==> src/rtl/dtg_pkg.sv <==
package dtg_pkg;
   localparam int NREG     = 10;
   localparam int ADR_KEY  = 0;
   localparam int ADR_CTRL = 1;
   localparam int ADR_HAT  = 2;
   localparam int ADR_HBL  = 3;
   localparam int ADR_HSY  = 4;
   localparam int ADR_VAT  = 5;
   localparam int ADR_VBL  = 6;
   localparam int ADR_VSY  = 7;
   localparam int ADR_PHS  = 8;
   localparam int ADR_PVS  = 9;

   localparam int CB_RUN   = 0;
   localparam int CB_BLANK = 1;
   localparam int CB_HS    = 2;
   localparam int CB_VS    = 3;
   localparam int CB_PNL   = 4;

   localparam int NWIN     = 6;

   // window order: h blank, h sync, panel h, v blank, v sync, panel v
   function automatic int win_addr(input int w);
      case (w)
         0: return ADR_HBL;
         1: return ADR_HSY;
         2: return ADR_PHS;
         3: return ADR_VBL;
         4: return ADR_VSY;
         default: return ADR_PVS;
      endcase
   endfunction
endpackage

==> src/rtl/dtg_regfile.sv <==
module dtg_regfile
   import dtg_pkg::*;
#(
   parameter int          AW         = 4,
   parameter logic [31:0] UNLOCK_KEY = 32'h5A17_C0DE
)(
   input  logic                       clk,
   input  logic                       rst_n,
   input  logic                       we,
   input  logic [AW-1:0]              addr,
   input  logic [31:0]                wdata,
   output logic [31:0]                rdata,
   output logic                       unlocked,
   output logic [NREG-1:0][31:0]      regs
);
   localparam int DEPTH = 1 << AW;

   if (DEPTH < NREG) begin : g_bad_aw
      $error("dtg_regfile: AW too small for the register map");
   end

   always_ff @(posedge clk or negedge rst_n) begin
      if (!rst_n)
         unlocked <= 1'b0;
      else if (we && addr == AW'(ADR_KEY)) begin
         if (wdata == UNLOCK_KEY)
            unlocked <= 1'b1;
         else if (wdata == 32'd0)
            unlocked <= 1'b0;
      end
   end

   assign regs[0] = '0;

   for (genvar g = 1; g < NREG; g++) begin : g_reg
      always_ff @(posedge clk or negedge rst_n) begin
         if (!rst_n)
            regs[g] <= '0;
         else if (we && unlocked && addr == AW'(g))
            regs[g] <= wdata;
      end
   end

   always_comb begin
      rdata = '0;
      if (addr == AW'(ADR_KEY))
         rdata = {31'd0, unlocked};
      else if (int'(addr) < NREG)
         rdata = regs[addr];
   end
endmodule

==> src/rtl/dtg_raster.sv <==
module dtg_raster #(
   parameter int CW = 12
)(
   input  logic          clk,
   input  logic          rst_n,
   input  logic          run,
   input  logic [CW-1:0] htot,
   input  logic [CW-1:0] vtot,
   output logic [CW-1:0] h,
   output logic [CW-1:0] v
);
   logic h_wrap, v_wrap;

   assign h_wrap = (h >= htot);
   assign v_wrap = (v >= vtot);

   always_ff @(posedge clk or negedge rst_n) begin
      if (!rst_n) begin
         h <= '0;
         v <= '0;
      end else if (!run) begin
         h <= '0;
         v <= '0;
      end else if (h_wrap) begin
         h <= '0;
         v <= v_wrap ? '0 : v + 1'b1;
      end else begin
         h <= h + 1'b1;
      end
   end
endmodule

==> src/rtl/dtg_window.sv <==
module dtg_window #(
   parameter int CW = 12
)(
   input  logic [CW-1:0] pos,
   input  logic [CW-1:0] lo,
   input  logic [CW-1:0] hi,
   output logic          hit
);
   // fields hold position minus one: inside when lo < pos <= hi
   assign hit = (pos > lo) && (pos <= hi);
endmodule

==> src/rtl/dtg_top.sv <==
module dtg_top
   import dtg_pkg::*;
#(
   parameter int          CW         = 12,
   parameter int          AW         = 4,
   parameter logic [31:0] UNLOCK_KEY = 32'h5A17_C0DE
)(
   input  logic          clk,
   input  logic          rst_n,
   input  logic          bus_we,
   input  logic [AW-1:0] bus_addr,
   input  logic [31:0]   bus_wdata,
   output logic [31:0]   bus_rdata,
   output logic [CW-1:0] h_count,
   output logic [CW-1:0] v_count,
   output logic          de,
   output logic          hsync,
   output logic          vsync,
   output logic          pnl_hsync,
   output logic          pnl_vsync,
   output logic          pnl_de
);
   localparam int HI_LSB = 16;

   if (CW < 2 || CW > 16) begin : g_bad_cw
      $error("dtg_top: CW must lie in 2..16");
   end

   logic                  unlocked;
   logic [NREG-1:0][31:0] regs;
   logic [CW-1:0]         hact, htot, vact, vtot;
   logic [NWIN-1:0]       win;
   logic                  run, blank_en, hs_en, vs_en, pnl_en;

   dtg_regfile #(.AW(AW), .UNLOCK_KEY(UNLOCK_KEY)) u_rf (
      .clk(clk), .rst_n(rst_n), .we(bus_we), .addr(bus_addr),
      .wdata(bus_wdata), .rdata(bus_rdata), .unlocked(unlocked), .regs(regs)
   );

   assign run      = regs[ADR_CTRL][CB_RUN];
   assign blank_en = regs[ADR_CTRL][CB_BLANK];
   assign hs_en    = regs[ADR_CTRL][CB_HS];
   assign vs_en    = regs[ADR_CTRL][CB_VS];
   assign pnl_en   = regs[ADR_CTRL][CB_PNL];

   assign hact = regs[ADR_HAT][CW-1:0];
   assign htot = regs[ADR_HAT][HI_LSB +: CW];
   assign vact = regs[ADR_VAT][CW-1:0];
   assign vtot = regs[ADR_VAT][HI_LSB +: CW];

   dtg_raster #(.CW(CW)) u_cnt (
      .clk(clk), .rst_n(rst_n), .run(run), .htot(htot), .vtot(vtot),
      .h(h_count), .v(v_count)
   );

   for (genvar w = 0; w < NWIN; w++) begin : g_win
      localparam int A = win_addr(w);
      dtg_window #(.CW(CW)) u_w (
         .pos((w < NWIN/2) ? h_count : v_count),
         .lo (regs[A][CW-1:0]),
         .hi (regs[A][HI_LSB +: CW]),
         .hit(win[w])
      );
   end

   logic in_active;
   assign in_active = (h_count <= hact) && (v_count <= vact) && !win[0] && !win[3];

   assign de        = run && blank_en && in_active;
   assign hsync     = run && hs_en  && win[1];
   assign vsync     = run && vs_en  && win[4];
   assign pnl_hsync = run && pnl_en && win[2];
   assign pnl_vsync = run && pnl_en && win[5];
   assign pnl_de    = pnl_en && de;
endmodule

==> config.mk <==
export PLATFORM = sky130hd
export DESIGN_NAME = dtg_top
export DESIGN_NICKNAME = d
export VERILOG_FILES = /design/src/rtl/dtg_pkg.sv /design/src/rtl/dtg_regfile.sv /design/src/rtl/dtg_raster.sv /design/src/rtl/dtg_window.sv /design/src/rtl/dtg_top.sv
export SDC_FILE = /design/constraint.sdc
export NUM_CORES = 1
export LEC_CHECK = 0
export ABC_AREA = 1
export BUFFER_PORTS_ARGS = -buffer_cell sky130_fd_sc_hd__buf_2
export CAP_MARGIN = 20
export CORE_MARGIN = 2
export CORE_UTILIZATION = 45
export CTS_BUF_LIST = sky130_fd_sc_hd__clkbuf_8
export DETAILED_ROUTE_END_ITERATION = 8
export PLACE_DENSITY = 0.59
export SLEW_MARGIN = 10
export SYNTH_ARGS = -nofsm -noshare
export SYNTH_HDL_FRONTEND = slang
export SYNTH_SLANG_ARGS = --single-unit
==> constraint.sdc <==
create_clock -name clk -period 3.7 [get_ports clk]
set_input_delay 0.185 -clock clk [delete_from_list [all_inputs] [get_ports clk]]
set_output_delay 0.185 -clock clk [all_outputs]
set_load 0.02 [all_outputs]
==> run summary <==
Nets - 2652
Hold WS - 0.0332 ns
Worst VDD drop - 207 uV
Max Clock Freq - 0.292 GHz
Worst Setup End Kind - output pin
core area - 40600 um2
Detail Route Antenna Nets - 0
Worst-path clk slew - 0.06 ns
Pre-Repair DR Iteration Count - 5
period utilisation layout - 0.925
DP HPWL - 45600 um
die area - 42700 um2
worst slew pin tran - 0.956 ns
max_slew headroom - 0.363
startpoint types - flop
Yosys cell types - 42
Die Ht - 207 um
initial detailed-routing violation count - 1563
diodes inserted - 0
Avg WL per Cell - 21.3 um
outcome - finished, final reports clean
largest net degree at the start of global routing - 110
unrepaired setup endpoints after global routing - false
DR vias/cell - 5.58
Total Wirelength - 63900 um
Crit path required time - 3.51 ns
highest net fanout along the worst path - 12
most frequent cells in the layout - nand2_1, o21ai_0, dfrtp_1, inv_1, ha_1
final count of pins violating max slew - 0
final hold vios - 0
layout cell share with drive strength beyond 1 - 0.0967
CP arrival - 3.24 ns
Initial Utilization - 0.454
synth top area cells - dfrtp_1, ha_1, nand2_1
Max Clock Skew - 0.0181 ns
commonest non-fill, non-tap cell in the layout - nand2_1
GPL Wtd Cong - 0.922
Mapped Avg Cell Area - 7.97 um2
H-tree levels - 2
total number of vias - 16700
TritonCTS clock tree - done
I/O Buffers - 100
fin cells - 2994
placed cell count - 2874
clock sink count - 313
IO Pins - 101
die width - 207 um
Pleak - 10.0 nW
final instance area - 20900 um2
grt ovf - 0
Placement Cell Area - 19500 um2
clock buffer count from CTS - 55
Yosys reg bits - 313
worst min-delay path class - primary input to flop
vias in the first global route - 16300
Synth Net Count - 2549
PwrDens - 343 nW/um2
CTS Buffer Depth - 3
crit path kind - flop to output pin
first-pass GRT wire length - 97500 um
Ys Warns - 0
CTS Root Cell - clkbuf_8
detailed-route DRC error count - 0
MaxCap Viol Count - 0
Final Setup Violations - 0
setup TNS - 0 ns
Clock Latency Late Sink - 0.67 ns
initial antenna violation count - 0
share of the synthesized area in the top cell type - 0.424
Tmin final - 3.42 ns
Synth area leader - dfrtp_1
cell area after synthesis - 18500 um2
sequential-to-total area share from yosys stat - 0.424
row count - 74
Overall Global Routing Usage - 0.304
Area growth, synth to finish - 13.1%
Post-Syn Instances - 2316
## cell families (layout without fill, tap and decap cells)
| logic type | count (synthesis) | after routing | synth area share |
|---|---|---|---|
| xor+xnor | 7 | 7 | 0.00332 |
| compound gates | 599 | 599 | 0.178 |
| simple gates | 805 | 805 | 0.180 |
| buf+inv | 398 | 544 | 0.0830 |
| fa+ha+maj | 194 | 194 | 0.131 |
| flops | 313 | 313 | 0.424 |
## area by class of cell
class | instances | area (um2)
Sequential cell | 313 | 7830
Fill cell | 3995 | 19800
Timing Repair Buffer | 147 | 1010
Clock buffer | 68 | 936
Inverter | 297 | 1110
Multi-Input combinational cell | 1605 | 9110
Clock inverter | 32 | 225
Tap cell | 532 | 666
## synthesized netlist by cell type
| library cell | n |
|---|---|
| o21a_1 | 8 |
| o211ai_1 | 8 |
| inv_1 | 290 |
| a221oi_1 | 3 |
| o2111ai_1 | 4 |
| dfrtp_1 | 313 |
| nor2_2 | 4 |
| or2_2 | 2 |
| nor4_1 | 5 |
| a21oi_1 | 98 |
| buf_2 | 22 |
| nor3_1 | 14 |
| nand3b_1 | 2 |
| ha_1 | 194 |
| nor3b_1 | 3 |
| nand2_1 | 540 |
| nand3_2 | 2 |
| o22ai_1 | 46 |
| a21o_1 | 4 |
| inv_2 | 7 |
| nand2_2 | 8 |
| nand4_1 | 38 |
| o21ai_1 | 52 |
| xnor2_1 | 1 |
| a21boi_0 | 3 |
| buf_4 | 3 |
| o31ai_1 | 1 |
| xor2_1 | 6 |
| nand3_1 | 84 |
| a31oi_1 | 1 |
| nor2_4 | 1 |
| nor2_1 | 100 |
| o21ai_0 | 327 |
| clkbuf_1 | 74 |
| a211oi_1 | 3 |
| o221ai_1 | 17 |
| buf_1 | 2 |
| and2_1 | 2 |
| a31o_2 | 1 |
| a32oi_1 | 7 |
| a22oi_1 | 11 |
| o21bai_1 | 5 |
## worst max-delay path, cell delays in order (launching register included)
cell and delay [ns]:
dfrtp_1 0.69, ha_1 0.46, nand2_1 0.05, inv_1 0.06, nand3_1 0.06, nor2_1 0.15, nand4_1 0.09, o21ai_0 0.41
nand2_1 0.11, nor2_1 0.27, buf_2 0.23
## power by group
group	switching [W]	total [W]	internal, W
logic	0.000258	0.000311	0.0000530
registers	0.00000000000109	0.00342	0.00342
clock network	0.00156	0.00343	0.00187
total	0.00182	0.00717	0.00534
## registers in the layout (all words and copies together), names as in the netlist
signal	cells
u_rf.regs	288
u_rf.unlocked	1
u_cnt.h	12
u_cnt.v	12
## layer usage
metal | vias up | GRT usage | part of all wire
met1 | 8075 | 0.412 | 0.44
met4 | 0 | 0.0901 | 0.026
met5 | - | 0 | 0
met2 | 562 | 0.497 | 0.47
met3 | 111 | 0.0553 | 0.065
li1 | 7963 | - | -
## worst paths after layout
path / from / to / slack (ns) / cells after the start
worst max-delay path: u_cnt.h[6] / hsync / 0.28 / 10
min in group asynchronous: rst_n / u_rf.regs[232] / 0.22 / 2
max in group asynchronous: rst_n / u_rf.regs[153] / 2.48 / 3
worst min register to register: u_rf.regs[250] / u_rf.regs[250] / 0.48 / 2
worst max register to register: u_cnt.v[11] / u_cnt.v[4] / 1.04 / 8
worst min-delay path: bus_wdata[8] / u_rf.regs[200] / 0.03 / 3
## timing repair
action,CTS,global route
hold buffers,19,0
resized for setup,0,0
hold endpoints to repair,191,0
endpoints found under the setup margin,0,0
buffers inserted,0,0
## through the flow
stage          setup slack, ns  total power (W)  utilization
2_1_floorplan             1.54          0.00358            -
3_3_place_gp             0.850          0.00378        0.480
3_5_place_dp             0.782          0.00378        0.480
4_1_cts                  0.321          0.00724        0.513
5_1_grt                  0.122          0.00740        0.514
6_report                 0.279          0.00717        0.514
(Power assumes the default switching activity.)
